### config.mk
export PLATFORM = sky130hd
export DESIGN_NAME = flp_rx_decoder
export DESIGN_NICKNAME = d
export VERILOG_FILES = /design/src/rtl/flp_pkg.sv /design/src/rtl/flp_gap_timer.sv /design/src/rtl/flp_burst_decoder.sv /design/src/rtl/flp_page_matcher.sv /design/src/rtl/flp_rx_decoder.sv
export SDC_FILE = /design/constraint.sdc
export NUM_CORES = 1
export LEC_CHECK = 0
export BUFFER_PORTS_ARGS = -buffer_cell sky130_fd_sc_hd__buf_2
export CORE_MARGIN = 10
export CORE_UTILIZATION = 50
export DETAILED_ROUTE_END_ITERATION = 8
export PLACE_DENSITY = 0.79
export SLEW_MARGIN = 30
export SYNTH_ARGS = -nofsm -noshare
export SYNTH_HDL_FRONTEND = slang
export SYNTH_HIERARCHICAL = 1
export SYNTH_SLANG_ARGS = --single-unit
### constraint.sdc
create_clock -name clk -period 2.9 [get_ports clk]
set_input_delay 0.58 -clock clk [delete_from_list [all_inputs] [get_ports clk]]
set_output_delay 0.58 -clock clk [all_outputs]
set_load 0.05 [all_outputs]
### src/rtl/flp_pkg.sv
package flp_pkg;

  typedef enum logic [1:0] {
    DS_IDLE    = 2'd0,
    DS_BURST   = 2'd1,
    DS_RECOVER = 2'd2
  } dec_state_e;

  // true when a gap (cycles) lies inside the closed window [lo, hi]
  function automatic logic gap_in(input int unsigned gap,
                                  input int unsigned lo,
                                  input int unsigned hi);
    return (gap >= lo) && (gap <= hi);
  endfunction

  // length of the run of identical words after one more valid word
  function automatic int unsigned next_run(input int unsigned cur,
                                           input logic same,
                                           input int unsigned cap);
    if (!same) return 1;
    if (cur >= cap) return cap;
    return cur + 1;
  endfunction

endpackage

### src/rtl/flp_gap_timer.sv
module flp_gap_timer #(
  parameter int unsigned CAP = 80,
  localparam int unsigned CW = $clog2(CAP + 1)
) (
  input  logic          clk,
  input  logic          rst_n,
  input  logic          restart,
  output logic [CW-1:0] gap
);

  // gap reads N in the cycle that lies N edges after the restart edge
  always_ff @(posedge clk) begin
    if (!rst_n)            gap <= CW'(CAP);
    else if (restart)      gap <= CW'(1);
    else if (gap != CW'(CAP)) gap <= gap + CW'(1);
  end

  a_r3_restart_loads_one: assert property (@(posedge clk) disable iff (!rst_n)
    restart |=> (gap == CW'(1)));

  a_r3_gap_bounded: assert property (@(posedge clk) disable iff (!rst_n)
    32'(gap) <= CAP);

endmodule

### src/rtl/flp_burst_decoder.sv
module flp_burst_decoder
  import flp_pkg::*;
#(
  parameter int unsigned WORD_BITS = 16,
  parameter int unsigned MIN_GAP   = 8,
  parameter int unsigned DATA_LO   = 14,
  parameter int unsigned DATA_HI   = 26,
  parameter int unsigned CLK_LO    = 34,
  parameter int unsigned CLK_HI    = 46,
  parameter int unsigned END_GAP   = 80,
  localparam int unsigned CW  = $clog2(END_GAP + 1),
  localparam int unsigned NBW = $clog2(WORD_BITS + 2)
) (
  input  logic                 clk,
  input  logic                 rst_n,
  input  logic                 pulse_i,
  input  logic [CW-1:0]        since_clk,
  input  logic [CW-1:0]        since_pulse,
  output logic                 clk_evt,
  output logic                 done_evt,
  output logic                 err_evt,
  output logic [WORD_BITS-1:0] word_next,
  output logic [WORD_BITS-1:0] word_o,
  output logic                 valid_o,
  output logic                 err_o
);

  localparam logic [NBW-1:0] NB_FULL = NBW'(WORD_BITS);
  localparam logic [NBW-1:0] NB_OVER = NBW'(WORD_BITS + 1);

  dec_state_e           st, st_n;
  logic [WORD_BITS-1:0] sh, sh_n;
  logic [NBW-1:0]       nb, nb_n;
  logic                 dp, dp_n;

  // named pulse classifications, used by the FSM and the assertions
  logic too_close, in_data, in_clock, quiet_clk, quiet_any;
  assign too_close = 32'(since_pulse) < MIN_GAP;
  assign in_data   = gap_in(32'(since_clk), DATA_LO, DATA_HI);
  assign in_clock  = gap_in(32'(since_clk), CLK_LO, CLK_HI);
  assign quiet_clk = 32'(since_clk) >= END_GAP;
  assign quiet_any = 32'(since_pulse) >= END_GAP;

  always_comb begin
    st_n     = st;
    sh_n     = sh;
    nb_n     = nb;
    dp_n     = dp;
    clk_evt  = 1'b0;
    done_evt = 1'b0;
    err_evt  = 1'b0;
    unique case (st)
      DS_IDLE: begin
        if (pulse_i) begin
          st_n    = DS_BURST;
          clk_evt = 1'b1;
          sh_n    = '0;
          nb_n    = '0;
          dp_n    = 1'b0;
        end
      end
      DS_BURST: begin
        if (pulse_i) begin
          if (too_close) begin
            err_evt = 1'b1;
            st_n    = DS_RECOVER;
          end else if (!dp && in_data) begin
            dp_n = 1'b1;
          end else if (in_clock) begin
            clk_evt = 1'b1;
            sh_n    = {dp, sh[WORD_BITS-1:1]};
            dp_n    = 1'b0;
            if (nb != NB_OVER) nb_n = nb + NBW'(1);
          end else begin
            err_evt = 1'b1;
            st_n    = DS_RECOVER;
          end
        end else if (quiet_clk) begin
          st_n = DS_IDLE;
          if (nb == NB_FULL && !dp) done_evt = 1'b1;
          else                      err_evt  = 1'b1;
        end
      end
      DS_RECOVER: begin
        if (!pulse_i && quiet_any) st_n = DS_IDLE;
      end
      default: st_n = DS_IDLE;
    endcase
  end

  assign word_next = sh;

  always_ff @(posedge clk) begin
    if (!rst_n) begin
      st      <= DS_IDLE;
      sh      <= '0;
      nb      <= '0;
      dp      <= 1'b0;
      word_o  <= '0;
      valid_o <= 1'b0;
      err_o   <= 1'b0;
    end else begin
      st      <= st_n;
      sh      <= sh_n;
      nb      <= nb_n;
      dp      <= dp_n;
      valid_o <= done_evt;
      err_o   <= err_evt;
      if (done_evt) word_o <= sh;
    end
  end

  a_r11_strobes_exclusive: assert property (@(posedge clk) disable iff (!rst_n)
    !(valid_o && err_o));

  a_r11_valid_single: assert property (@(posedge clk) disable iff (!rst_n)
    valid_o |=> !valid_o);

  a_r11_err_single: assert property (@(posedge clk) disable iff (!rst_n)
    err_o |=> !err_o);

  a_r3_valid_after_quiet: assert property (@(posedge clk) disable iff (!rst_n)
    valid_o |-> (32'(since_clk) >= END_GAP));

  a_r7_recover_silent: assert property (@(posedge clk) disable iff (!rst_n)
    (st == DS_RECOVER) |=> !valid_o);

  a_r4_count_bounded: assert property (@(posedge clk) disable iff (!rst_n)
    nb <= NB_OVER);

endmodule

### src/rtl/flp_page_matcher.sv
module flp_page_matcher
  import flp_pkg::*;
#(
  parameter int unsigned WORD_BITS = 16,
  parameter int unsigned MATCH_N   = 3,
  localparam int unsigned RW = $clog2(MATCH_N + 1)
) (
  input  logic                 clk,
  input  logic                 rst_n,
  input  logic                 done_evt,
  input  logic                 err_evt,
  input  logic [WORD_BITS-1:0] word_in,
  output logic                 matched_o
);

  logic [RW-1:0]        run;
  logic [WORD_BITS-1:0] last_word;
  logic                 same_word;

  assign same_word = (run != '0) && (word_in == last_word);

  always_ff @(posedge clk) begin
    if (!rst_n) begin
      run       <= '0;
      last_word <= '0;
    end else if (err_evt) begin
      run <= '0;
    end else if (done_evt) begin
      run       <= RW'(next_run(32'(run), same_word, MATCH_N));
      last_word <= word_in;
    end
  end

  assign matched_o = (run == RW'(MATCH_N));

  a_r10_error_clears: assert property (@(posedge clk) disable iff (!rst_n)
    err_evt |=> !matched_o);

  a_r9_new_word_clears: assert property (@(posedge clk) disable iff (!rst_n)
    (done_evt && !same_word && MATCH_N > 1) |=> !matched_o);

  a_r8_rise_needs_word: assert property (@(posedge clk) disable iff (!rst_n)
    $rose(matched_o) |-> $past(done_evt));

  a_r8_run_bounded: assert property (@(posedge clk) disable iff (!rst_n)
    32'(run) <= MATCH_N);

endmodule

### src/rtl/flp_rx_decoder.sv
module flp_rx_decoder #(
  parameter int unsigned WORD_BITS = 16,
  parameter int unsigned MIN_GAP   = 8,
  parameter int unsigned DATA_LO   = 14,
  parameter int unsigned DATA_HI   = 26,
  parameter int unsigned CLK_LO    = 34,
  parameter int unsigned CLK_HI    = 46,
  parameter int unsigned END_GAP   = 80,
  parameter int unsigned MATCH_N   = 3
) (
  input  logic                 clk,
  input  logic                 rst_n,
  input  logic                 pulse_i,
  output logic [WORD_BITS-1:0] word_o,
  output logic                 word_valid_o,
  output logic                 matched_o,
  output logic                 burst_err_o
);

  localparam int unsigned CW = $clog2(END_GAP + 1);

  logic [CW-1:0]        since_clk, since_pulse;
  logic                 clk_evt, done_evt, err_evt;
  logic [WORD_BITS-1:0] word_next;

  flp_gap_timer #(.CAP(END_GAP)) u_clk_gap (
    .clk(clk), .rst_n(rst_n), .restart(clk_evt), .gap(since_clk)
  );

  flp_gap_timer #(.CAP(END_GAP)) u_pulse_gap (
    .clk(clk), .rst_n(rst_n), .restart(pulse_i), .gap(since_pulse)
  );

  flp_burst_decoder #(
    .WORD_BITS(WORD_BITS), .MIN_GAP(MIN_GAP),
    .DATA_LO(DATA_LO), .DATA_HI(DATA_HI),
    .CLK_LO(CLK_LO), .CLK_HI(CLK_HI), .END_GAP(END_GAP)
  ) u_dec (
    .clk(clk), .rst_n(rst_n), .pulse_i(pulse_i),
    .since_clk(since_clk), .since_pulse(since_pulse),
    .clk_evt(clk_evt), .done_evt(done_evt), .err_evt(err_evt),
    .word_next(word_next), .word_o(word_o),
    .valid_o(word_valid_o), .err_o(burst_err_o)
  );

  flp_page_matcher #(.WORD_BITS(WORD_BITS), .MATCH_N(MATCH_N)) u_match (
    .clk(clk), .rst_n(rst_n), .done_evt(done_evt), .err_evt(err_evt),
    .word_in(word_next), .matched_o(matched_o)
  );

  a_r8_match_with_valid: assert property (@(posedge clk) disable iff (!rst_n)
    $rose(matched_o) |-> word_valid_o);

  a_r10_err_drops_match: assert property (@(posedge clk) disable iff (!rst_n)
    burst_err_o |-> !matched_o);

endmodule

Word level (Yosys, flattened, before mapping)
Index checks and enable logic that the tools add are counted.

Bits in read-only memories: 0. Latch bits: 0. Bits in writable memories: 0. Flip-flop bits (word level): 74. Word-level logic and storage cells: 128. Output and inout bits: 19. Memories kept: 0. Input port bits: 3.

Bitwise gates (word level): 2. Reductions and logical operators: 21. $mul: 0. Equality and inequality tests: 19. Shift operators: 0. Add/subtract/negate cells: 4. Div/mod/pow operators: 0. Mux-type cells: 61. Magnitude comparators: 8.

Operators by type and width (count): $mux 16 (5); $pmux 16 s2 (1); $mux 1 (31); $mux 5 (6); $mux 7 (4); $mux 2 (10); $eq 16x16->1 (1); $add 7x1->7 const B (2); $ge 7x7->1 const B (2); $ne 7x7->1 const B (2); $pmux 5 s2 (1); $reduce_and 5->1 (2); $ne 2x2->1 const B (4); $ne 4x3->1 const B (2); $reduce_bool 2->1 (4); $ge 7x4->1 const B (1); $ge 7x6->1 const B (1); $le 7x5->1 const B (1); $le 7x6->1 const B (1); $lt 7x4->1 const B (1); $reduce_and 7->1 (1); $logic_and 1x1->1 (6); $ne 2x1->1 const B (3); $pmux 2 s3 (1); 16 further kinds (22).

Logic depth before layout (Yosys ltp)
Depth in word-level cells: 15. Mapped depth: 12. Depth with buffers taken out: 8.

Hierarchy
Netlist, hierarchy kept.

By module, submodules not included: flp_burst_decoder (cells each 166, sequential area each 840.8 µm², times used 1, area an instance 1699.1 µm²); flp_page_matcher (cells each 105, sequential area each 360.3 µm², times used 1, area an instance 890.9 µm²); flp_gap_timer (cells each 45, sequential area each 140.1 µm², times used 2, area an instance 384.1 µm²).

Worst setup path after synthesis
No wires, ideal clock.

Path kind: reg2reg. From: reg u_clk_gap.gap[4]. To: reg u_match.last_word[10]. Library setup time: 0.076 ns. Data required time: 2.824 ns. Period minus slack after synthesis: 2.236 ns. Cell stages (with the launch flop): 11. Slack: 0.664 ns. Data arrival time: 2.161 ns. Buffers on the path: 4. Cells stage by stage: dfxtp_1 > o21ai_0 > or4_1 > buf_6 > buf_6 > inv_1 > nor2b_1 > clkbuf_2 > buf_4 > nand2_1 > a21boi_0.

Elaborated cells on any way between the ends: 19. Those cells by class: order compare: 5; mux: 9; bitwise: 1; reduce/logical: 4.

RTL lines: start: declaration (RTL line flp_gap_timer.sv:8) `output logic [CW-1:0] gap`; start signal: assignment (RTL line flp_gap_timer.sv:13) `if (!rst_n) gap <= CW'(CAP);`; start signal: assignment (RTL line flp_gap_timer.sv:15) `else if (gap != CW'(CAP)) gap <= gap + CW'(1);`; $ge 7x7->1 (RTL line flp_burst_decoder.sv:41) `assign quiet_clk = 32'(since_clk) >= END_GAP;`; $mux 1 (RTL line flp_burst_decoder.sv:78) `end else if (quiet_clk) begin`; $mux 1 (RTL line flp_burst_decoder.sv:63) `if (pulse_i) begin`; $mux 1 (RTL line flp_burst_decoder.sv:52) `unique case (st)`; net done_evt (RTL line flp_rx_decoder.sv:23) `logic clk_evt, done_evt, err_evt;`; $reduce_and 2->1 (no line); end signal: assignment (RTL line flp_page_matcher.sv:30) `last_word <= word_in;`; end: declaration (RTL line flp_page_matcher.sv:17) `logic [WORD_BITS-1:0] last_word;`.

The timed path passes the listed nets, and every way through them passes these cells. A chain may end at the register's enable or synchronous reset.

Final worst setup path
From: reg u_pulse_gap.gap[6]. To: reg u_match.last_word[0].

Word-level cells in the longest chain between the ends: 6.

RTL lines: start: declaration (RTL line flp_gap_timer.sv:8); start signal: assignment (RTL line flp_gap_timer.sv:13); start signal: assignment (RTL line flp_gap_timer.sv:15); $lt 7x4->1 (RTL line flp_burst_decoder.sv:38) `assign too_close = 32'(since_pulse) < MIN_GAP;`; $mux 1 (RTL line flp_burst_decoder.sv:64) `if (too_close) begin`; $mux 1 (RTL line flp_burst_decoder.sv:63); $mux 1 (RTL line flp_burst_decoder.sv:52); net err_evt (RTL line flp_rx_decoder.sv:23); $not 1->1 (no line); $reduce_and 2->1 (no line).

The timed path passes the listed nets, and every way through them passes these cells.

==> results.yml <==
run_status:
  status: "completed"
route:
  post_drt_via_cell_ratio: 5.706
  drtIter0Drc: 144
  vias: 2676
  firstDrtPassIters: 4
  wl_per_cell_um: 14.21
  drtAntennaViolNets: 0
  drt-total-wl_um: 6666
  post-route-drc-count: 0
clock_network:
  clock-sinks: 74
  numCtsBuffers: 9
  ctsResizeCount: 0
  post_cts_buffers: 0
  cts_buffer_depth: 2
  cts_max_level: 3
  cts.root.buffer_cell: "clkbuf_8"
  cts_tree: "yes"
  cts.hold.buffers_added: 0
  clock_latency_ns: 0.34
  cts.reportedPaths.clkPinSlew_ns: 0.07
worst_setup_path:
  worstSetupStartpointType: "flip-flop"
  cp.arrival_ns: 2.81
  criticalPathCategory: "flip-flop to flip-flop"
  crit_fanout: 16
  worstSetupEndpointType: "flip-flop"
  worst_ep_required_time_ns: 3.16
sta:
  slew_headroom_pct: 57.30
  finalCritPeriodShare_pct: 88.08
  rsz0062_at_grt: "false"
  worst_slew_pin_slew_ns: 0.6376
  finalHoldViolations: 0
  min_period_ns: 2.554
  fmax_mhz: 391.5
  slew_viol_final: 0
  final.setup.tns_ns: 0
  finalSetupViolations: 0
  skew_ns: 0.007764
grt:
  antenna_found_initial: 0
  grt_pass1_wl_um: 11310
  grt_usage_pct: 13.49
  overflow: 0
  first_global_vias: 2454
  grt_max_degree: 26
flow_run:
  max_cap_violations: 0
power_and_ir_drop:
  vdd.ir_drop.worst_v: 0.0003598
  p_leak_nw: 1.604
  power.total_w: 0.001954
  p_per_area_nw_per_um2: 523.6
synthesis:
  synth_cell_types: 52
  yosysSeqAreaShare_pct: 44.11
  yosys-top-cells-count: "dfxtp_1 (74), nand2_1 (44), nor2_1 (25)"
  ys_ff_latch: 74
  synth_cells: 361
  async_flop_share_pct: 0
  synth_ff_type: "dfxtp_1"
  syn_nets: 371
  synth_edf_count: 0
  synth_top_area_share_pct: 44.11
  yosys-top-cells-area: "dfxtp_1 (44%), mux2i_1 (5.1%), xor2_1 (5.0%)"
  synth_area_um2: 3358
  yosys_warnings: 6
  yosysTopAreaCell: "dfxtp_1"
  avgSynthCellArea_um2: 9.303
  synth.most_common_cell: "dfxtp_1"
place:
  portBuffers: 21
  dp_cells: 453
  dp_hpwl_um: 4599
  place_area_um2: 3537
  gp_congestion: 0.7870
floorplanning:
  start_util_pct: 52.29
  coreArea_um2: 6422
  die_h_um: 102.0
  dieArea_um2: 10390
  fp-row-count: 29
  io_pins: 22
  die_w_um: 102.0
layout:
  fin_nets: 397
  fin_area_um2: 3731
  diodes: 0
  final-instance-count-excl-fill: 469
  syn_to_final_growth_pct: 11.10
  drive_above_1_share_pct: 15.05
worst_hold_path:
  hp-class: "flip-flop to flip-flop"
[final cells by class]
type	count	area, um2
tap	77	96.34
inverter	12	45.04
sequential	74	1481
timing repair buffer	28	157.7
multi-input combinational	262	1757
fill	568	2691
clock buffer	9	123.9
clock inverter	7	70.07
[state kept, by name (all words and copies together), names as in the netlist]
signal,count
u_dec/word_next,16
u_dec/word_o,16
u_match/last_word,16
u_clk_gap/gap,7
u_pulse_gap/gap,7
u_dec/nb,5
u_dec/st,2
u_match/run,2
u_dec/dp,1
u_dec/err_o,1
u_dec/valid_o,1
[power by group]
| group | internal [W] | total (W) | switching (W) | leakage [nW] |
|---|---|---|---|---|
| Combinational | 0.0000492 | 0.000128 | 0.0000791 | 0.907 |
| Sequential | 0.00103 | 0.00105 | 0.0000245 | 0.598 |
| Clock | 0.000395 | 0.000771 | 0.000376 | 0.0990 |
[kinds of logic (layout without fill, tap and decap cells)]
| kind of cell | after synthesis | count (layout) | synth area share, % |
|---|---|---|---|
| compound gates | 73 | 73 | 15.83 |
| xor+xnor | 22 | 22 | 5.738 |
| mux | 17 | 17 | 5.067 |
| buf+inv | 25 | 56 | 3.651 |
| fa+ha+maj | 7 | 7 | 2.608 |
| simple gates | 143 | 143 | 22.99 |
| flops | 74 | 74 | 44.11 |
[per-layer routing]
layer | track usage (%) | up-vias | part of all wire, %
met5 | 0 | - | 0
met4 | 4.121 | 0 | 1.1
met3 | 5.061 | 12 | 6.0
met2 | 22.47 | 67 | 49
met1 | 15.84 | 1259 | 44
li1 | - | 1338 | -
[path summary, 6_finish.rpt]
kind	startpoint	end	slack (ns)	cells after the start
worst max-delay path	u_pulse_gap/gap[6]	u_match/last_word[0]	0.35	8
worst min-delay path	u_match/last_word[9]	u_match/last_word[9]	0.46	2
worst max register to register	u_pulse_gap/gap[6]	u_match/last_word[0]	0.35	8
worst min register to register	u_match/last_word[9]	u_match/last_word[9]	0.46	2
[worst max-delay path, stage by stage, from the launching register on]
cell and delay [ns]:
dfxtp_1 0.36, nor4_1 0.56, nand4b_1 0.33, o21ai_1 0.19
o31ai_1 0.41, nand2b_1 0.16, buf_4 0.21, nand2_1 0.07
a21boi_0 0.18
[per-stage QoR]
step / utilization [%] / setup WS (ns) / hold slack (ns)
after detailed placement: 55.07 / 0.3735 / 0.4567
after global routing: 58.09 / 0.03926 / 0.4984
after floorplan: - / 0.6636 / 0.4468
after CTS: 58.09 / 0.3392 / 0.4675
final: 58.09 / 0.3456 / 0.4649
after global placement: 55.04 / 0.2585 / 0.4525
[cells in the final DEF (no fill, tap or decap), drive strengths merged, types with 3 or more instances in the layout]
cell / Yosys / routed
nand3: 18 / 18
nor2b: 11 / 11
buf: 8 / 28
nand2b: 7 / 7
nor4: 7 / 7
a31oi: 3 / 3
o21ai: 18 / 18
clkinv: 0 / 5
a21boi: 18 / 18
mux2i: 17 / 17
nor2: 27 / 27
clkbuf: 5 / 9
or4: 4 / 4
xnor2: 3 / 3
a21oi: 4 / 4
o31ai: 3 / 3
inv: 12 / 12
dfxtp: 74 / 74
ha: 7 / 7
nor3: 4 / 4
xor2: 19 / 19
nand2: 44 / 44
nand4: 6 / 6
or3: 3 / 3
a22o: 17 / 17
No activity file was read; power rests on OpenSTA's default activity.
